==> src/rtl/dq_pkg.sv <==
package dq_pkg;
  localparam int COEF_W  = 16;
  localparam int QP_MAX  = 51;
  localparam int ROW_W   = 3;
  localparam int SHIFT_W = 4;
  localparam int BASE_W  = 5;
  localparam int SCALE_W = BASE_W + (1 << (SHIFT_W - 1)) + 1;

  typedef logic signed [COEF_W-1:0] coef_t;
  typedef logic [SCALE_W-1:0]       scale_t;
  typedef enum logic [1:0] {SEL_V0, SEL_V1, SEL_V2} scale_sel_e;

  // Six rows of three base scales, indexed by qp mod 6.
  function automatic logic [BASE_W-1:0] base_scale(input logic [ROW_W-1:0] row,
                                                   input scale_sel_e sel);
    logic [BASE_W-1:0] v0, v1, v2;
    case (row)
      3'd0: begin v0 = 5'd10; v1 = 5'd16; v2 = 5'd13; end
      3'd1: begin v0 = 5'd11; v1 = 5'd18; v2 = 5'd14; end
      3'd2: begin v0 = 5'd13; v1 = 5'd20; v2 = 5'd16; end
      3'd3: begin v0 = 5'd14; v1 = 5'd23; v2 = 5'd18; end
      3'd4: begin v0 = 5'd16; v1 = 5'd25; v2 = 5'd20; end
      default: begin v0 = 5'd18; v1 = 5'd29; v2 = 5'd23; end
    endcase
    case (sel)
      SEL_V0:  return v0;
      SEL_V1:  return v1;
      default: return v2;
    endcase
  endfunction

  // Position class: even row and even column -> v0, both odd -> v1, else v2.
  function automatic scale_sel_e pos_sel(input int r, input int c);
    if ((r % 2) != (c % 2)) return SEL_V2;
    return ((r % 2) == 0) ? SEL_V0 : SEL_V1;
  endfunction

  function automatic logic [5:0] clamp_qp(input logic [5:0] qp);
    return (qp > 6'(QP_MAX)) ? 6'(QP_MAX) : qp;
  endfunction

  // Divide by 6 via reciprocal multiply; exact for 0..51.
  function automatic logic [SHIFT_W-1:0] qp_div6(input logic [5:0] qp);
    logic [11:0] prod;
    prod = 12'(qp) * 12'd43;
    return SHIFT_W'(prod >> 8);
  endfunction

  function automatic logic [ROW_W-1:0] qp_mod6(input logic [5:0] qp,
                                               input logic [SHIFT_W-1:0] q6);
    logic [5:0] rem;
    rem = qp - 6'(q6) * 6'd6;
    return rem[ROW_W-1:0];
  endfunction

  // Signed level times unsigned scale, truncated to the coefficient width.
  function automatic coef_t scale_coef(input coef_t lvl, input scale_t s);
    logic signed [COEF_W+SCALE_W:0] prod;
    prod = (COEF_W+SCALE_W+1)'(lvl) * $signed({1'b0, s});
    return prod[COEF_W-1:0];
  endfunction
endpackage

==> src/rtl/dq_qp_decode.sv <==
module dq_qp_decode
  import dq_pkg::*;
#(
  parameter int QP_W = 6
) (
  input  logic                 clk,
  input  logic                 rst_n,
  input  logic [QP_W-1:0]      qp,
  output logic [ROW_W-1:0]     row,
  output logic [SHIFT_W-1:0]   shift
);
  logic [5:0] qp_clamped;

  always_comb begin
    qp_clamped = clamp_qp(6'(qp));
    shift      = qp_div6(qp_clamped);
    row        = qp_mod6(qp_clamped, shift);
  end

  // decoded indices stay inside the table and shift range.
  always_ff @(posedge clk) begin
    if (rst_n) begin
      p_decode_range_r7: assert (row < 3'd6 && shift <= 4'd8)
        else $error("qp decode out of range");
    end
  end
endmodule

==> src/rtl/dq_scale_select.sv <==
module dq_scale_select
  import dq_pkg::*;
#(
  parameter int ROWS = 4,
  parameter int COLS = 4,
  localparam int NUM_POS = ROWS * COLS
) (
  input  logic                 clk,
  input  logic                 rst_n,
  input  logic [ROW_W-1:0]     row,
  input  logic [SHIFT_W-1:0]   shift,
  output scale_t               scale [NUM_POS]
);
  for (genvar r = 0; r < ROWS; r++) begin : g_row
    for (genvar c = 0; c < COLS; c++) begin : g_col
      localparam scale_sel_e SEL = pos_sel(r, c);
      always_comb begin
        scale[r*COLS+c] = scale_t'(base_scale(row, SEL)) << shift;
      end
    end
  end

  // even-row positions share the pattern v0 v2 v0 v2.
  p_even_rows_r2: assert property (@(posedge clk) disable iff (!rst_n)
    scale[0] == scale[2] && scale[0] == scale[8] && scale[1] == scale[11])
    else $error("even-row scale pattern broken");

  // odd-row positions share v2 v1 v2 v1, with v2 common to even rows.
  p_odd_rows_r3: assert property (@(posedge clk) disable iff (!rst_n)
    scale[5] == scale[15] && scale[4] == scale[1] && scale[6] == scale[12])
    else $error("odd-row scale pattern broken");
endmodule

==> src/rtl/dq_lane.sv <==
module dq_lane
  import dq_pkg::*;
#(
  parameter bit IS_DC = 1'b0
) (
  input  coef_t   lvl,
  input  scale_t  scale,
  input  logic    dc_en,
  input  coef_t   dc,
  output coef_t   result
);
  coef_t scaled;

  always_comb scaled = scale_coef(lvl, scale);

  if (IS_DC) begin : g_dc
    always_comb result = dc_en ? dc : scaled;
  end else begin : g_ac
    logic unused_dc;
    always_comb begin
      unused_dc = dc_en ^ (^dc);
      result    = scaled;
    end
  end
endmodule

==> src/rtl/luma_ac_dequant.sv <==
module luma_ac_dequant
  import dq_pkg::*;
#(
  parameter int ROWS = 4,
  parameter int COLS = 4,
  parameter int QP_W = 6,
  localparam int NUM_POS = ROWS * COLS,
  localparam int BUS_W   = NUM_POS * COEF_W
) (
  input  logic              clk,
  input  logic              rst_n,
  input  logic              in_valid,
  output logic              in_ready,
  input  logic [BUS_W-1:0]  in_coef,
  input  logic [QP_W-1:0]   in_qp,
  input  logic              in_dc_en,
  input  logic [COEF_W-1:0] in_dc,
  output logic              out_valid,
  input  logic              out_ready,
  output logic [BUS_W-1:0]  out_coef
);
  logic [ROW_W-1:0]   row;
  logic [SHIFT_W-1:0] shift;
  scale_t             scale [NUM_POS];
  logic [BUS_W-1:0]   next_coef;
  logic               accept;

  assign in_ready = !out_valid || out_ready;
  assign accept   = in_valid && in_ready;

  dq_qp_decode #(.QP_W(QP_W)) u_decode (
    .clk(clk), .rst_n(rst_n), .qp(in_qp), .row(row), .shift(shift)
  );

  dq_scale_select #(.ROWS(ROWS), .COLS(COLS)) u_scale (
    .clk(clk), .rst_n(rst_n), .row(row), .shift(shift), .scale(scale)
  );

  for (genvar k = 0; k < NUM_POS; k++) begin : g_lane
    coef_t lane_out;
    dq_lane #(.IS_DC(k == 0)) u_lane (
      .lvl(coef_t'(in_coef[k*COEF_W +: COEF_W])),
      .scale(scale[k]),
      .dc_en(in_dc_en),
      .dc(coef_t'(in_dc)),
      .result(lane_out)
    );
    assign next_coef[k*COEF_W +: COEF_W] = lane_out;
  end

  always_ff @(posedge clk) begin
    if (!rst_n) begin
      out_valid <= 1'b0;
      out_coef  <= '0;
    end else if (in_ready) begin
      out_valid <= in_valid;
      if (in_valid) out_coef <= next_coef;
    end
  end

  // an accepted block is on the output after the edge.
  p_latency_r8: assert property (@(posedge clk) disable iff (!rst_n)
    accept |=> out_valid) else $error("accepted block not presented");

  // with no acceptance and no stall, the output empties.
  p_empty_r8: assert property (@(posedge clk) disable iff (!rst_n)
    !in_valid && (out_ready || !out_valid) |=> !out_valid)
    else $error("out_valid without an accepted block");

  // a stalled output holds.
  p_hold_r9: assert property (@(posedge clk) disable iff (!rst_n)
    out_valid && !out_ready |=> out_valid && $stable(out_coef))
    else $error("stalled output changed");

  // a supplied DC value lands at position 0.
  p_dc_r5: assert property (@(posedge clk) disable iff (!rst_n)
    accept && in_dc_en |=> out_coef[COEF_W-1:0] == $past(in_dc))
    else $error("DC override missing");
endmodule

==> config.mk <==
export PLATFORM = sky130hd
export DESIGN_NAME = luma_ac_dequant
export DESIGN_NICKNAME = d
export VERILOG_FILES = /design/src/rtl/dq_pkg.sv /design/src/rtl/dq_qp_decode.sv /design/src/rtl/dq_scale_select.sv /design/src/rtl/dq_lane.sv /design/src/rtl/luma_ac_dequant.sv
export SDC_FILE = /design/constraint.sdc
export NUM_CORES = 2
export LEC_CHECK = 0
export CORE_MARGIN = 4
export CORE_UTILIZATION = 35
export CTS_CLUSTER_SIZE = 14
export DETAILED_ROUTE_END_ITERATION = 12
export GPL_TIMING_DRIVEN = 0
export PLACE_DENSITY_LB_ADDON = 0.12
export SLEW_MARGIN = 20
export SYNTH_ARGS = -nofsm -noshare
export SYNTH_HDL_FRONTEND = slang
export SYNTH_HIERARCHICAL = 1
export SYNTH_SLANG_ARGS = --single-unit
==> constraint.sdc <==
create_clock -name clk -period 21.3 [get_ports clk]
set_clock_uncertainty 0.1 [all_clocks]
set_input_delay 4.26 -clock clk [delete_from_list [all_inputs] [get_ports clk]]
set_output_delay 4.26 -clock clk [all_outputs]
set_load 0.01 [all_outputs]
# After elaboration in Yosys (flattened, before gate mapping)
# Cells that the tools add are included.
# Widths: inputs -> output; s select.
# classes
mux,5
magnitude_cmp,1
n_eq_ne,4
multipliers,18
add_sub_neg,1
shift,3
n_reduce_logical,4
# ops
op,count
$mul 16x15->16,16
$pmux 5 s5,2
$shl 5x4->14,3
$pmux 4 s5,1
$mux 16,1
$mul 6x6->12 const B,1
$eq 3x2->1 const B,2
$gt 6x6->1 const B,1
$mux 6,1
$mul 4x2->2 const B,1
$eq 3x1->1 const B,1
$eq 3x3->1 const B,1
$logic_not 3->1,1
$sub 3x3->3,1
$reduce_and 2->1,1
$logic_not 1->1,1
$logic_or 1x1->1,1
# word_totals
regBits,257
output_inout_bits,258
elab_cells,38
inputBits,283

# Longest topological paths before layout
# logic_depth
word_depth,10
depth_mapped,46
mapped_depth_nobuf,43

# Hierarchy
# Netlist, hierarchy kept.
# by_module_without_submodules
module,seq_area_each_um2,cells_each,area_each_um2,n_inst
dq_lane (g_lane[14].u_lane ...),0.0,458,3906.2,8
dq_lane (g_lane[10].u_lane ...),0.0,452,3892.5,3
luma_ac_dequant,5144.9,1115,10203.5,1
dq_lane (g_lane[0].u_lane),0.0,483,4082.7,1
dq_lane (g_lane[7].u_lane),0.0,456,3908.7,1
dq_lane (g_lane[13].u_lane),0.0,458,3902.5,1
dq_lane (g_lane[9].u_lane),0.0,456,3893.7,1
dq_lane (g_lane[8].u_lane),0.0,452,3878.7,1
dq_scale_select,0.0,374,2553.7,1
dq_qp_decode,0.0,85,762.0,1

# Worst setup path before layout
# No wires, ideal clock.
# synth_timing
path_type,in2reg
from,input port in_qp[4]
to,register out_coef[15]
stages,41
setup_time_ps,120
setup_slack_ps,7206
n_path_buf,2
t_required_ps,21080
arrival_ps,13874
cell_sequence,ha_1 -> o21ai_4 -> nand2b_1 -> ha_1 -> fa_1 -> inv_1 -> fa_1 -> inv_1 -> ha_1 -> o21ai_0 -> a22oi_1 -> a31oi_2 -> xnor2_1 -> ha_1 -> xnor2_1 -> xnor2_1 -> xnor2_1 -> or2b_1 -> (+5 left out) -> nand2_1 -> fa_1 -> fa_1 -> inv_1 -> fa_1 -> fa_1 -> fa_1 -> inv_1 -> fa_1 -> inv_1 -> ha_1 -> or3_1 -> o21ai_0 -> a31oi_2 -> xnor3_1 -> mux2_2 -> nand2_1 -> mux2i_1
# synth_rtl
item,line_no,source
start: declaration,luma_ac_dequant.sv:15,"input logic [QP_W-1:0] in_qp,"
end signal: assignment,luma_ac_dequant.sv:57,if (in_valid) out_coef <= next_coef;
end: declaration,luma_ac_dequant.sv:20,output logic [BUS_W-1:0] out_coef

==> impl_metrics.csv <==
group,metric,value,unit
timing,worst_slew_margin_rel,24.4,%
hold_path,hold_path_depth,2,
floorplanning,core_area,215000,µm²
global_route,first_global_vias,63550,
worst_setup_path,worst_path_most_repeated_cell,"sky130_fd_sc_hd__xnor2_1",
timing,post-route-worst-setup-slack,5.31,ns
synthesis,postSynthCellCount,8899,
worst_setup_path,critical_path.reg2reg.startpoint,"out_valid",
clocking,worstSkewPairLatency,0.63,ns
worst_setup_path,critical-path-max-stage-delay,0.82,ns
detailed_routing,dr_total_vias,58533,
floorplanning,io-pin-count,541,
timing,final-max-slew-violation-count,0,
clocking,cts_sinks,257,
synthesis,synth.top_cell.area_share,33.8,%
synthesis,syn-num-nets,11196,
final_layout,layout.cells.non_filler,12388,
worst_setup_path,critPathRequiredTime,21.77,ns
synthesis,synth.cell_area,76100,µm²
detailed_routing,routed_wirelength,248,mm
global_route,grt_first_pass_wirelength,386,mm
synthesis,yosysWarningCount,6,
hold_path,hold-path-endpoint,"out_coef[84]",
synthesis,post_synth_num_cell_types,87,
flow_run,count_of_max_cap_constraint_violations,0,
timing,rsz0062_at_grt,"false",
clocking,cts_tree,"built",
placed_design,dp.final_hpwl,209,mm
placed_design,placedCellCount,12292,
floorplanning,die_height,474,µm
synthesis,synth.avg_cell_area,8.55,µm²
timing,finalHoldViolCount,0,
clocking,postCtsHoldBufs,0,
worst_setup_path,crit-reg2reg-capture,"out_coef[74]",
detailed_routing,antenna_left,0,
timing,final_min_period_over_clock_period,75.0,%
detailed_routing,detailedRoute.firstIterationViolations,2748,
final_layout,layout.filler_cells,22112,
hold_path,hold_start,"out_coef[84]",
run_status,status,"finished clean",
global_route,grt_max_degree,13,
worst_setup_path,cp-start-kind,"input pin",
clocking,clock-root-buffer,"sky130_fd_sc_hd__clkbuf_16",
synthesis,async_reset_ff_share,0,%
final_layout,drive_gt1_share,6.13,%
synthesis,synth_commonest_cells,"sky130_fd_sc_hd__inv_1, sky130_fd_sc_hd__nand2_1, sky130_fd_sc_hd__fa_1",
synthesis,synth_most_common_cell,"sky130_fd_sc_hd__inv_1",
timing,fin_worst_hold_slack,0.355,ns
worst_setup_path,cp_num_buf_inv,11,
detailed_routing,dr.pass1.iters,6,
detailed_routing,avgRoutedWirePerCell,20.0,µm
final_layout,finalNetCount,11792,
clocking,cts_post_setup_buffers_inserted,0,
worst_setup_path,reg2reg_slack,19.50,ns
worst_setup_path,timing.critical_path.arrival,16.46,ns
timing,finalSetupViolCount,0,
placed_design,detailedPlace.worstSlack,4.57,ns
floorplanning,initial_core_util,35.3,%
timing,tns,0,ns
synthesis,netlist.top_cell.by_area,"sky130_fd_sc_hd__fa_1",
worst_setup_path,critPathCaptureType,"register",
global_route,gr-total-overflow,0,
clocking,clk_pin_slew_worst_paths,0.06,ns
detailed_routing,route.detailed.drc,0,
clocking,cts_resized,0,
timing,min_period,15.99,ns
worst_setup_path,setup.worst_path.class,"input pin to register",
synthesis,postSynthRegisterBits,257,
worst_setup_path,cp_top_family,"adder cells",
worst_setup_path,crit_path_max_fanout,10,
hold_path,hold_path_class,"register to register",
placed_design,port_buffers,522,
final_layout,syn_to_final_growth,14.3,%
clocking,cts_inserted_buffers,39,
floorplanning,design.die.area,225000,µm²
clocking,cts_htree_levels,2,
detailed_routing,drt-vias-per-instance,4.72,
floorplanning,rows,170,
global_route,groute.usage.overall,22.3,%
synthesis,synth_top_cells_by_area,"sky130_fd_sc_hd__fa_1, sky130_fd_sc_hd__ha_1, sky130_fd_sc_hd__and2_1",
clocking,cts.path.max_buffers,3,
floorplanning,chipWidth,474,µm
synthesis,synth_enable_flop_cells,0,
synthesis,seq_area_frac_synth,6.76,%
worst_setup_path,worst_path_max_delay_cell,"sky130_fd_sc_hd__xnor2_1",
worst_setup_path,reg2regPathDepth,6,
synthesis,synth-main-ff-cell,"sky130_fd_sc_hd__dfxtp_1",
timing,tightestPinTransition,1.13,ns
global_route,grt_antenna_before_repair,47,
timing,fmax,62.6,MHz
worst_setup_path,critical_path_cell_count,43,
placed_design,globalplace.congestion,0.881,
-- worst reg2reg max path, cell delays in order, from the launching register on --
cell,delay [ns]
sky130_fd_sc_hd__dfxtp_1,0.33
sky130_fd_sc_hd__nand2b_4,0.08
sky130_fd_sc_hd__and2_1,0.15
sky130_fd_sc_hd__buf_6,0.17
sky130_fd_sc_hd__buf_6,0.35
sky130_fd_sc_hd__buf_6,0.36
sky130_fd_sc_hd__mux2i_1,0.21
-- per-layer routing --
metal / vias up / track usage (%) / routed length [µm]
met5: - / 0 / 84
met4: 14 / 5.99 / 7220
met3: 273 / 4.10 / 14100
met2: 1331 / 37.3 / 116000
met1: 29301 / 29.7 / 110000
li1: 27614 / - / -
-- kinds of logic (layout without fill, tap and decap cells) --
| family | Yosys count | count (layout) | synth area share [%] |
|---|---|---|---|
| xor gates and xnor gates | 564 | 564 | 6.97 |
| muxes | 265 | 265 | 3.49 |
| adders and majority gates | 2014 | 2014 | 45.8 |
| and+or+nand+nor | 2987 | 2987 | 19.6 |
| AOI/OAI and AO/OA | 484 | 484 | 4.29 |
| DFF | 257 | 257 | 6.76 |
| other | 0 | 26 | 0 |
| buffers and inverters | 2328 | 2953 | 13.1 |
-- flip-flops by register name (all words and copies together), names as in the netlist --
| register | cells |
|---|---|
| out_valid | 1 |
| out_coef | 256 |
-- cell type report --
cell class / instances / area [µm²] / share of cell area, %
multi-input combinational: 6314 / 61300 / 70.4
inverter: 1791 / 6720 / 7.73
timing repair buffer: 555 / 5690 / 6.53
sequential: 257 / 5140 / 5.91
tap: 2838 / 3550 / 4.08
buffer: 537 / 3230 / 3.71
clock buffer: 50 / 1060 / 1.21
clock inverter: 20 / 285 / 0.328
antenna: 26 / 65.1 / 0.0748
-- cells in the final DEF (no fill, tap or decap), types with 14 or more instances in the layout --
cell type                            n
sky130_fd_sc_hd__and2_2             65
sky130_fd_sc_hd__diode_2            26
sky130_fd_sc_hd__nand2b_1           35
sky130_fd_sc_hd__buf_4             220
sky130_fd_sc_hd__a21oi_1           136
sky130_fd_sc_hd__buf_6              60
sky130_fd_sc_hd__nand2_2            44
sky130_fd_sc_hd__mux2i_1           259
sky130_fd_sc_hd__xor2_1            146
sky130_fd_sc_hd__ha_1              730
sky130_fd_sc_hd__fa_1             1284
sky130_fd_sc_hd__nor2_1             96
sky130_fd_sc_hd__o21bai_1           20
sky130_fd_sc_hd__o21a_1             20
sky130_fd_sc_hd__xnor2_2            14
sky130_fd_sc_hd__clkbuf_1          260
sky130_fd_sc_hd__dfxtp_1           257
sky130_fd_sc_hd__nor3_1             39
sky130_fd_sc_hd__nand3_1            14
sky130_fd_sc_hd__xnor2_1           384
sky130_fd_sc_hd__nand2_1          1423
sky130_fd_sc_hd__o21ai_0            74
sky130_fd_sc_hd__clkbuf_16          39
sky130_fd_sc_hd__and2_1           1177
sky130_fd_sc_hd__clkdlybuf4s50_1   522
sky130_fd_sc_hd__nand4_1            21
sky130_fd_sc_hd__inv_1            1789
sky130_fd_sc_hd__a21o_1             79
sky130_fd_sc_hd__buf_2              22
sky130_fd_sc_hd__xnor3_1            18
-- how the worst max path moves through the flow --
stage / start / end
CTS: in_qp[4] / out_coef[239]
detailed placement: in_qp[4] / out_coef[239]
floorplan: in_qp[4] / out_coef[15]
global placement: in_qp[4] / out_coef[239]
finish: in_qp[5] / out_coef[239]
global route: in_qp[4] / out_coef[239]
-- metrics by stage --
stage	cell area, µm²	util (%)
6_report	87000	40.4
5_1_grt	87000	40.4
4_1_cts	87000	40.4
3_5_place_dp	85600	39.7
3_3_place_gp	84900	39.4
2_1_floorplan	76100	-
Power is not shown: default switching activity piles up to over one toggle a cycle in this logic, so the estimate is an artifact.
